**src/rtl/rns_fir_pkg.sv**
```systemverilog
package rns_fir_pkg;

  // product of two residues folded back below the modulus
  function automatic int unsigned rmod_mul(int unsigned a, int unsigned b, int unsigned m);
    return (a * b) % m;
  endfunction

  // sum of two residues, both already below m; one conditional subtract
  function automatic int unsigned rmod_add(int unsigned a, int unsigned b, int unsigned m);
    int unsigned s;
    s = a + b;
    return (s >= m) ? (s - m) : s;
  endfunction

  // multiplicative inverse by search; elaboration-time only
  function automatic int unsigned mod_inv(int unsigned a, int unsigned m);
    int unsigned found;
    found = 0;
    for (int unsigned k = 1; k < m; k++) begin
      if (found == 0 && ((a * k) % m) == 1) found = k;
    end
    return found;
  endfunction

  // reconstruction weight: (dyn/m) * ((dyn/m)^-1 mod m)
  function automatic int unsigned crt_weight(int unsigned m, int unsigned dyn);
    int unsigned q;
    q = dyn / m;
    return q * mod_inv(q % m, m);
  endfunction

endpackage

```
**src/rtl/rnsf_fwd_conv.sv**
```systemverilog
module rnsf_fwd_conv
  import rns_fir_pkg::*;
#(
  parameter int          IN_W  = 4,
  parameter int          RES_W = 4,
  parameter int unsigned MOD0  = 7,
  parameter int unsigned MOD1  = 15,
  parameter int unsigned MOD2  = 16
) (
  input  logic               clk,
  input  logic               rst,
  input  logic               in_valid,
  input  logic [IN_W-1:0]    in_data,
  output logic               res_valid,
  output logic [3*RES_W-1:0] res_bus
);
  localparam int unsigned MODS [3] = '{MOD0, MOD1, MOD2};

  logic            cap_valid;
  logic [IN_W-1:0] cap_data;

  // stage 1: capture the binary sample
  always_ff @(posedge clk) begin
    if (rst) begin
      cap_valid <= 1'b0;
      cap_data  <= '0;
    end else begin
      cap_valid <= in_valid;
      cap_data  <= in_data;
    end
  end

  // stage 2: one residue per channel
  always_ff @(posedge clk) begin
    if (rst) begin
      res_valid <= 1'b0;
      res_bus   <= '0;
    end else begin
      res_valid <= cap_valid;
      for (int c = 0; c < 3; c++)
        res_bus[c*RES_W +: RES_W] <= RES_W'(32'(cap_data) % MODS[c]);
    end
  end
endmodule

```
**src/rtl/rnsf_channel.sv**
```systemverilog
module rnsf_channel
  import rns_fir_pkg::*;
#(
  parameter int unsigned MOD   = 7,
  parameter int          NTAPS = 4,
  parameter int          RES_W = 4,
  parameter int          TAP_W = 2
) (
  input  logic             clk,
  input  logic             rst,
  input  logic             en,
  input  logic [RES_W-1:0] x,
  input  logic             coef_wr,
  input  logic [TAP_W-1:0] coef_tap,
  input  logic [RES_W-1:0] coef_val,
  output logic [RES_W-1:0] y
);
  logic [RES_W-1:0] coef_q  [NTAPS];
  logic [RES_W-1:0] psum_q  [NTAPS-1];
  logic [RES_W-1:0] tap_out [NTAPS];

  // each tap: coefficient times broadcast input plus the partial sum behind it
  for (genvar k = 0; k < NTAPS; k++) begin : g_tap
    if (k == NTAPS - 1) begin : g_last
      assign tap_out[k] = RES_W'(rmod_mul(32'(coef_q[k]), 32'(x), MOD));
    end else begin : g_mid
      assign tap_out[k] = RES_W'(rmod_add(rmod_mul(32'(coef_q[k]), 32'(x), MOD),
                                          32'(psum_q[k]), MOD));
    end
  end

  always_ff @(posedge clk) begin
    if (rst) begin
      for (int k = 0; k < NTAPS; k++)     coef_q[k] <= '0;
      for (int k = 0; k < NTAPS - 1; k++) psum_q[k] <= '0;
      y <= '0;
    end else begin
      if (coef_wr && (32'(coef_tap) < NTAPS))
        coef_q[coef_tap] <= RES_W'(32'(coef_val) % MOD);
      if (en) begin
        for (int k = 0; k < NTAPS - 1; k++) psum_q[k] <= tap_out[k+1];
        y <= tap_out[0];
      end
    end
  end
endmodule

```
**src/rtl/rnsf_crt.sv**
```systemverilog
module rnsf_crt
  import rns_fir_pkg::*;
#(
  parameter int          RES_W = 4,
  parameter int          OUT_W = 11,
  parameter int unsigned MOD0  = 7,
  parameter int unsigned MOD1  = 15,
  parameter int unsigned MOD2  = 16
) (
  input  logic               clk,
  input  logic               rst,
  input  logic               in_valid,
  input  logic [3*RES_W-1:0] res_bus,
  output logic               out_valid,
  output logic [OUT_W-1:0]   out_data
);
  localparam int unsigned DYN = MOD0 * MOD1 * MOD2;
  localparam int unsigned WGT [3] = '{crt_weight(MOD0, DYN),
                                      crt_weight(MOD1, DYN),
                                      crt_weight(MOD2, DYN)};

  logic             prod_valid;
  logic [OUT_W-1:0] prod_q [3];
  logic [OUT_W+1:0] prod_sum;

  // stage 1: weight each residue and fold below the dynamic range
  always_ff @(posedge clk) begin
    if (rst) begin
      prod_valid <= 1'b0;
      for (int c = 0; c < 3; c++) prod_q[c] <= '0;
    end else begin
      prod_valid <= in_valid;
      for (int c = 0; c < 3; c++)
        prod_q[c] <= OUT_W'((64'(res_bus[c*RES_W +: RES_W]) * 64'(WGT[c])) % 64'(DYN));
    end
  end

  assign prod_sum = {2'b00, prod_q[0]} + {2'b00, prod_q[1]} + {2'b00, prod_q[2]};

  // stage 2: three terms below DYN sum below 3*DYN, so two compares suffice
  always_ff @(posedge clk) begin
    if (rst) begin
      out_valid <= 1'b0;
      out_data  <= '0;
    end else begin
      out_valid <= prod_valid;
      if (32'(prod_sum) >= 2 * DYN)  out_data <= OUT_W'(32'(prod_sum) - 2 * DYN);
      else if (32'(prod_sum) >= DYN) out_data <= OUT_W'(32'(prod_sum) - DYN);
      else                           out_data <= OUT_W'(prod_sum);
    end
  end
endmodule

```
**src/rtl/rns_fir.sv**
```systemverilog
module rns_fir
  import rns_fir_pkg::*;
#(
  parameter int unsigned MOD0  = 7,
  parameter int unsigned MOD1  = 15,
  parameter int unsigned MOD2  = 16,
  parameter int          NTAPS = 4,
  parameter int          IN_W  = 4,
  localparam int unsigned DYN   = MOD0 * MOD1 * MOD2,
  localparam int unsigned MMAX  = (MOD0 > MOD1) ? ((MOD0 > MOD2) ? MOD0 : MOD2)
                                                : ((MOD1 > MOD2) ? MOD1 : MOD2),
  localparam int          RES_W = $clog2(MMAX),
  localparam int          OUT_W = $clog2(DYN),
  localparam int          TAP_W = (NTAPS > 1) ? $clog2(NTAPS) : 1
) (
  input  logic             clk,
  input  logic             rst,
  input  logic             in_valid,
  input  logic [IN_W-1:0]  in_data,
  input  logic             coef_wr,
  input  logic [TAP_W-1:0] coef_tap,
  input  logic [RES_W-1:0] coef_r0,
  input  logic [RES_W-1:0] coef_r1,
  input  logic [RES_W-1:0] coef_r2,
  output logic             out_valid,
  output logic [OUT_W-1:0] out_data
);
  localparam int unsigned MODS [3] = '{MOD0, MOD1, MOD2};

  // named internal events, observed by the bound checker
  logic               chan_en;
  logic [3*RES_W-1:0] res_bus;
  logic [3*RES_W-1:0] ych_bus;
  logic               ych_valid;
  logic [3*RES_W-1:0] coef_bus;

  assign coef_bus = {coef_r2, coef_r1, coef_r0};

  rnsf_fwd_conv #(
    .IN_W(IN_W), .RES_W(RES_W), .MOD0(MOD0), .MOD1(MOD1), .MOD2(MOD2)
  ) u_fwd (
    .clk(clk), .rst(rst), .in_valid(in_valid), .in_data(in_data),
    .res_valid(chan_en), .res_bus(res_bus)
  );

  for (genvar c = 0; c < 3; c++) begin : g_ch
    rnsf_channel #(
      .MOD(MODS[c]), .NTAPS(NTAPS), .RES_W(RES_W), .TAP_W(TAP_W)
    ) u_ch (
      .clk(clk), .rst(rst), .en(chan_en),
      .x(res_bus[c*RES_W +: RES_W]),
      .coef_wr(coef_wr), .coef_tap(coef_tap),
      .coef_val(coef_bus[c*RES_W +: RES_W]),
      .y(ych_bus[c*RES_W +: RES_W])
    );
  end

  // the channel stage takes one cycle
  always_ff @(posedge clk) begin
    if (rst) ych_valid <= 1'b0;
    else     ych_valid <= chan_en;
  end

  rnsf_crt #(
    .RES_W(RES_W), .OUT_W(OUT_W), .MOD0(MOD0), .MOD1(MOD1), .MOD2(MOD2)
  ) u_crt (
    .clk(clk), .rst(rst), .in_valid(ych_valid), .res_bus(ych_bus),
    .out_valid(out_valid), .out_data(out_data)
  );
endmodule

```
**config.mk**
```make
export PLATFORM = sky130hd
export DESIGN_NAME = rns_fir
export DESIGN_NICKNAME = d
export VERILOG_FILES = /design/src/rtl/rns_fir_pkg.sv /design/src/rtl/rnsf_fwd_conv.sv /design/src/rtl/rnsf_channel.sv /design/src/rtl/rnsf_crt.sv /design/src/rtl/rns_fir.sv
export SDC_FILE = /design/constraint.sdc
export NUM_CORES = 1
export LEC_CHECK = 0
export ABC_CLOCK_PERIOD_IN_PS = 26200
export BUFFER_PORTS_ARGS = -buffer_cell sky130_fd_sc_hd__buf_4
export CAP_MARGIN = 20
export CORE_UTILIZATION = 35
export CTS_CLUSTER_SIZE = 12
export DETAILED_ROUTE_END_ITERATION = 10
export GPL_TIMING_DRIVEN = 0
export PLACE_DENSITY = 0.56
export SYNTH_ARGS = -nofsm -noshare
export SYNTH_HDL_FRONTEND = slang
export SYNTH_HIERARCHICAL = 1
export SYNTH_SLANG_ARGS = --single-unit
```
**constraint.sdc**
```tcl
create_clock -name clk -period 26.2 [get_ports clk]
set_input_delay 5.24 -clock clk [delete_from_list [all_inputs] [get_ports clk]]
set_output_delay 5.24 -clock clk [all_outputs]
set_load 0.01 [all_outputs]
```
# After elaboration in Yosys (flattened, before gate mapping)

Memories as Yosys holds them, arrays and structs flattened.
Cells that the tools add are included.

Output and inout port bits: 12
Word-level logic and storage cells: 137
Memory bits (writable): 117
Flip-flop bits (word level): 44
Memories: 7

Reductions and logical operators: 3
Add/subtract/negate cells: 22
Muxes and demuxes: 41
Div/mod/pow operators: 15
Bitwise gates (word level): 12
$lt $le $gt $ge: 11
$mul: 15

Memory list:

| name                | words | width | rd ports | clocked after memory_dff | wr ports | line               | text |
|---|---|---|---|---|---|---|---|
| u_crt.prod_q        | 3     | 11    | 3        | 0                        | 3        | rnsf_crt.sv:23     | `logic [OUT_W-1:0] prod_q [3];` |
| g_ch[0].u_ch.coef_q | 4     | 4     | 4        | 0                        | 4        | rnsf_channel.sv:18 | `logic [RES_W-1:0] coef_q [NTAPS];` |
| g_ch[1].u_ch.coef_q | 4     | 4     | 4        | 0                        | 4        | rnsf_channel.sv:18 |  |
| g_ch[2].u_ch.coef_q | 4     | 4     | 4        | 0                        | 4        | rnsf_channel.sv:18 |  |
| g_ch[0].u_ch.psum_q | 3     | 4     | 3        | 0                        | 3        | rnsf_channel.sv:19 | `logic [RES_W-1:0] psum_q [NTAPS-1];` |
| g_ch[1].u_ch.psum_q | 3     | 4     | 3        | 0                        | 3        | rnsf_channel.sv:19 |  |
| +1 memories         | -     | -     | -        | -                        | -        | -                  |  |

Operator list:

| operator                 | count |
|---|---|
| $add A32 B4 Y32          | 6 |
| $mod A14 B11 Y64 const B | 2 |
| $mod A8 B3 Y32 const B   | 4 |
| $mod A8 B4 Y32 const B   | 4 |
| $ge A32 B3 Y1 const B    | 3 |
| $ge A32 B4 Y1 const B    | 3 |
| $mux W4                  | 21 |
| $mod A15 B11 Y64 const B | 1 |
| $mod A4 B3 Y32 const B   | 2 |
| $mod A4 B4 Y32 const B   | 2 |
| $mul A4 B4 Y8            | 8 |
| $mux W11                 | 5 |
| $sub A11 B11 Y11 const B | 2 |
| $mul A4 B4 Y4            | 4 |
| $add A4 B4 Y5            | 3 |
| $ge A5 B5 Y1 const B     | 3 |
| $mul A4 B10 Y14 const B  | 1 |
| $add A12 B11 Y13         | 1 |
| $ge A13 B11 Y1 const B   | 1 |
| $ge A13 B12 Y1 const B   | 1 |
| $add A11 B11 Y12         | 1 |
| $mux W1                  | 12 |
| $or A1 B1 Y1             | 12 |
| $reduce_or A4 Y1         | 3 |
| other kinds (6)          | 14 |

# Logic depth before layout (Yosys ltp)

An unclocked memory read counts as a cell.

Word-level depth: 7
Mapped depth: 41

# Hierarchy

The synthesis kept the hierarchy.

Modules (own cells, without submodules):

| module                      | sequential area each (um2) | times used | area each (um2) | cells each |
|---|---|---|---|---|
| rnsf_crt                    | 760.7                      | 1          | 6,875.3         | 911 |
| rnsf_channel (g_ch[1].u_ch) | 920.9                      | 1          | 6,871.6         | 851 |
| rnsf_channel (g_ch[0].u_ch) | 920.9                      | 1          | 6,869.1         | 848 |
| rnsf_channel (g_ch[2].u_ch) | 920.9                      | 1          | 2,157.1         | 197 |
| rnsf_fwd_conv               | 360.3                      | 1          | 750.7           | 74 |
| rns_fir                     | 20.0                       | 1          | 33.8            | 2 |

# Worst setup path after synthesis

OpenSTA, ideal clock, no wires.

Kind: flip-flop to flip-flop
Start point: register u_fwd.res_bus[7]
End point: memory g_ch[1].u_ch.psum_q[0][2], data pin
Data required time: 25.937 ns
Slack: 17.811 ns
Arrival time: 8.126 ns
Cell stages (with the launch flop): 40
Setup time: 0.263 ns
Path buffers: 1
Cells stage by stage: dfxtp_1 > clkbuf_1 > and2_1 > fa_1 > fa_1 > inv_1 > fa_1 > nor2b_1 > o21a_1 > o21ai_0 > nand3_1 > inv_1 > ha_1 > nand2b_1 > o41ai_1 > a22oi_1 > a31oi_1 > mux2_2 > (+4 left out) > nor2_1 > xnor2_1 > ha_1 > inv_1 > nor4_2 > nor3_1 > mux2_2 > ha_1 > a21o_1 > a21oi_1 > xnor2_1 > a31oi_1 > nand2_1 > a21oi_1 > a21boi_0 > a22oi_1 > o21ai_0 > mux2i_1

RTL lines:

| item                            | line                | text |
|---|---|---|
| start, declared                 | rnsf_fwd_conv.sv:15 | `output logic [3*RES_W-1:0] res_bus` |
| start signal, assigned by index | rnsf_fwd_conv.sv:41 | `res_bus[c*RES_W +: RES_W] <= RES_W'(32'(cap_data) % MODS[c]);` |
| end, declared                   | rnsf_channel.sv:19  |  |

==> summary.txt <==
Outcome
  • Status: finished, final reports clean

Timing
  • Rel. slew slack: between 20% and 30%
  • # setup viols final: 0
  • Setup TNS Final: 0 ps
  • Final worst-path cycle share: between 30% and 40%
  • Final hold violation count: 0
  • Fin worst setup slack: 16260 ps
  • Final Skew: between 10 and 15 ps
  • Pins Over Slew Limit: 0
  • Tmin final: 9940 ps
  • Fmax: between 0.1 and 0.15 GHz
  • Slew of the pin with the lowest slew margin: roughly 1100 ps
  • RSZ-0062 raised after global routing: no

Worst setup path
  • R2r startpoint: u_fwd/res_bus[5]$_SDFF_PP0_
  • Crit path DAT: slightly above 10000 ps
  • Worst Path Required: about 27000 ps
  • CP Launch Point: u_fwd/res_bus[5]$_SDFF_PP0_
  • CP Class: register to register
  • Crit. End Element: register
  • Critical-path top delay cell: fa_1
  • Crit-path max FO: 10
  • Critical path startpoint category: register
  • CP max stage delay: 550 ps

Final layout
  • Final Net Count: ~3300
  • Register area: between 3000 and 4000 sq um
  • Footprint of the multi-input gates: 18700 sq um
  • Share of cells above drive strength 1: 8.47%
  • Antenna fix cells: 0
  • Filler cells: between 6000 and 7000
  • P&R area growth vs syn: 8.14%
  • Post-route insts no fill: 3814
  • Commonest cells after routing, fill and taps aside: 253 x ha_1, 216 x nor2_1, 207 x nand2_1, 178 x and2_1, 170 x inv_1
  • Commonest non-fill, non-tap cell in the layout: ha_1

Synthesis
  • Post-Synth XOR/XNOR Area: about 7.5%
  • Post-Synth Adder-Cell Area: between 10% and 20%
  • Yosys reg bits: between 150 and 200
  • Seq/Total Area, Yosys: ~17%
  • Top FF cell, synth: edfxtp_1
  • Number of synthesized flops with an enable pin: 84
  • Fraction of registers with async set/reset: 0%
  • YS warnings: 6
  • Post-synthesis mux area share: 3.20%
  • Cell area after synthesis: between 20000 and 25000 sq um
  • Avg Inst Size Synth: roughly 8.2 sq um
  • Compound-Gate Fraction of Synth Area: between 20% and 30%
  • Post-Synth Simple-Gate Area: ~24%
  • Largest area contributor in the netlist: ha_1
  • Library cells used by synthesis: 135
  • Dominant cells by area after synthesis: ha_1 13%, edfxtp_1 11%, dfxtp_1 5.9%, xnor2_1 5.4%, fa_1 5.2%
  • Largest family of logic cells by synthesized area: compound AO/OA/AOI/OAI gates
  • Syn Nets: 3219
  • Synthesized instance count: roughly 2900
  • Top-area cell type share of the netlist area: 13.4%

Detailed routing
  • First DRT Iteration DRCs: 1381
  • TritonRoute pass-1 iters: 5
  • DRC errors left: 0
  • Wirelength, routed: between 50 and 60 mm
  • Antenna viol nets, final: 0
  • Via count: between 20000 and 25000
  • Vias per cell: between 5 and 6
  • Routed wire length per instance: approximately 15 um

Clock network
  • Worst skew pair latency: 470 ps
  • Clk buf depth: 2
  • CTS Buf Count: 17
  • # resized after CTS: 0
  • CTS tree: yes
  • Post-CTS setup buffers: 0
  • Clock sink count: around 150
  • CTS Hold Bufs: 0
  • Worst-path clk slew: approximately 70 ps
  • H-tree Lvls: 4
  • Root buf cell: clkbuf_16

Die
  • I/O Pins: 34
  • Die X: 261 um
  • Die height: ~260 um
  • Starting Density: about 36%
  • FP Rows: 94
  • Core Area: around 66000 sq um
  • Die area: a little under 70000 sq um

Place
  • GPL Wtd Cong: approximately 0.85
  • Port Buffers: 33
  • Place WS: about 16000 ps
  • Post-DP HPWL: 44.7 mm
  • Placed insts: ~3800

Pwr
  • Power, Total: around 0.0013 W
  • Peak VDD IR: 0.0450 mV
  • LEAKAGE: roughly 11 nW
  • Pwr dens: between 50 and 60 nW/um^2

Global routing
  • Vias in the first global route: 19500
  • Total global-route track usage: roughly 17%
  • Initial antenna violation count: 0
  • First-pass GRT wire length: approximately 96 mm
  • Grt ovf: 0
  • Largest net degree at the start of global routing: 27

Worst hold path
  • HP Class: register to register
  • Worst Hold Launch: u_fwd/cap_valid$_SDFF_PP0_

Run
  • Maxcap violations: 0
-- worst paths after layout --
check	to	slack, ps	cells after the start
setup / recovery	g_ch[1].u_ch/psum_q[0][2]$_SDFFCE_PN0P_	16260	37
hold reg to reg	u_fwd/res_valid$_SDFF_PP0_	440	1
setup reg to reg	g_ch[1].u_ch/psum_q[0][2]$_SDFFCE_PN0P_	16260	37
hold / removal	u_fwd/res_valid$_SDFF_PP0_	440	1
-- routing by layer --
metal | up-vias | GRT usage (%) | part of all wire (%)
li1 | 10800 | - | -
met1 | 9720 | 23.0 | 50
met2 | 307 | 27.7 | 46
met3 | 44 | 1.85 | 2.6
met4 | 0 | 4.25 | 1.4
met5 | - | 0 | 0
-- metrics by stage --
| stage | hold WS (ps) | instance area [sq um] | util [%] |
|---|---|---|---|
| global route | 459 | 25500 | 38.5 |
| detailed placement | 429 | 24900 | 37.6 |
| finish | 438 | 25500 | 38.5 |
| global placement | 417 | 24900 | 37.6 |
| floorplan | 414 | 23600 | - |
| CTS | 445 | 25500 | 38.4 |
-- state kept, by name (all words and copies together) (netlist names), 4 cells and up --
register	cells
g_ch.u_ch/psum_q	36
u_fwd/cap_data	4
g_ch.u_ch/coef_q	48
u_crt/prod_q	25
u_fwd/res_bus	12
g_ch.u_ch/y	12
u_crt/out_data	11
-- cell usage after synthesis, types with 19 or more instances --
master / instances
and3_1: 20
nand2b_1: 44
clkbuf_1: 52
mux2_2: 19
o21a_1: 33
a211o_1: 20
nor4_1: 25
dfxtp_1: 69
fa_1: 61
o22ai_1: 22
and2_1: 178
xnor2_1: 144
nand4_1: 30
nor2b_1: 36
o21ai_0: 95
nor3_1: 92
a21o_1: 42
o31ai_1: 25
ha_1: 253
nand2_1: 207
a211oi_1: 35
or2_2: 34
or3_1: 38
a21oi_1: 167
xor2_1: 52
mux2i_1: 48
edfxtp_1: 84
inv_1: 170
a31oi_1: 45
o211ai_1: 29
nor2_1: 216
nand3_1: 82
-- logic make-up (layout without fill, tap and decap cells) --
group,count (synthesis),count (layout)
adder cells (fa/ha/maj),325,325
AO/OA/AOI/OAI,800,800
multiplexers,71,71
XOR/XNOR,199,199
buffers and inverters,253,320
AND/OR/NAND/NOR,1082,1082
flip-flops,153,153
-- final cells by class --
type | count | share of cell area, %
plain buffers | 75 | 1.29
inverters | 178 | 2.63
flip-flops and latches | 153 | 15.3
well taps | 864 | 4.24
clock inverters | 14 | 0.560
multi-input cells | 2477 | 73.2
clock buffers | 18 | 1.68
repair buffers | 35 | 1.04
-- worst max-delay path: cells and delay by family, from the launching register on --
kind | cells | cell delay, ps
adders and majority gates | 6 | 2200
DFF | 1 | 460
and+or+nand+nor | 9 | 1920
xor gates and xnor gates | 2 | 400
buffers and inverters | 4 | 600
AOI/OAI and AO/OA | 14 | 3680
muxes | 2 | 560
-- power by group --
group          internal [W]  switching [W]
clock network      0.000140       0.000109
registers          0.000280      0.0000209
logic              0.000294       0.000438
(Power assumes the default switching activity.)
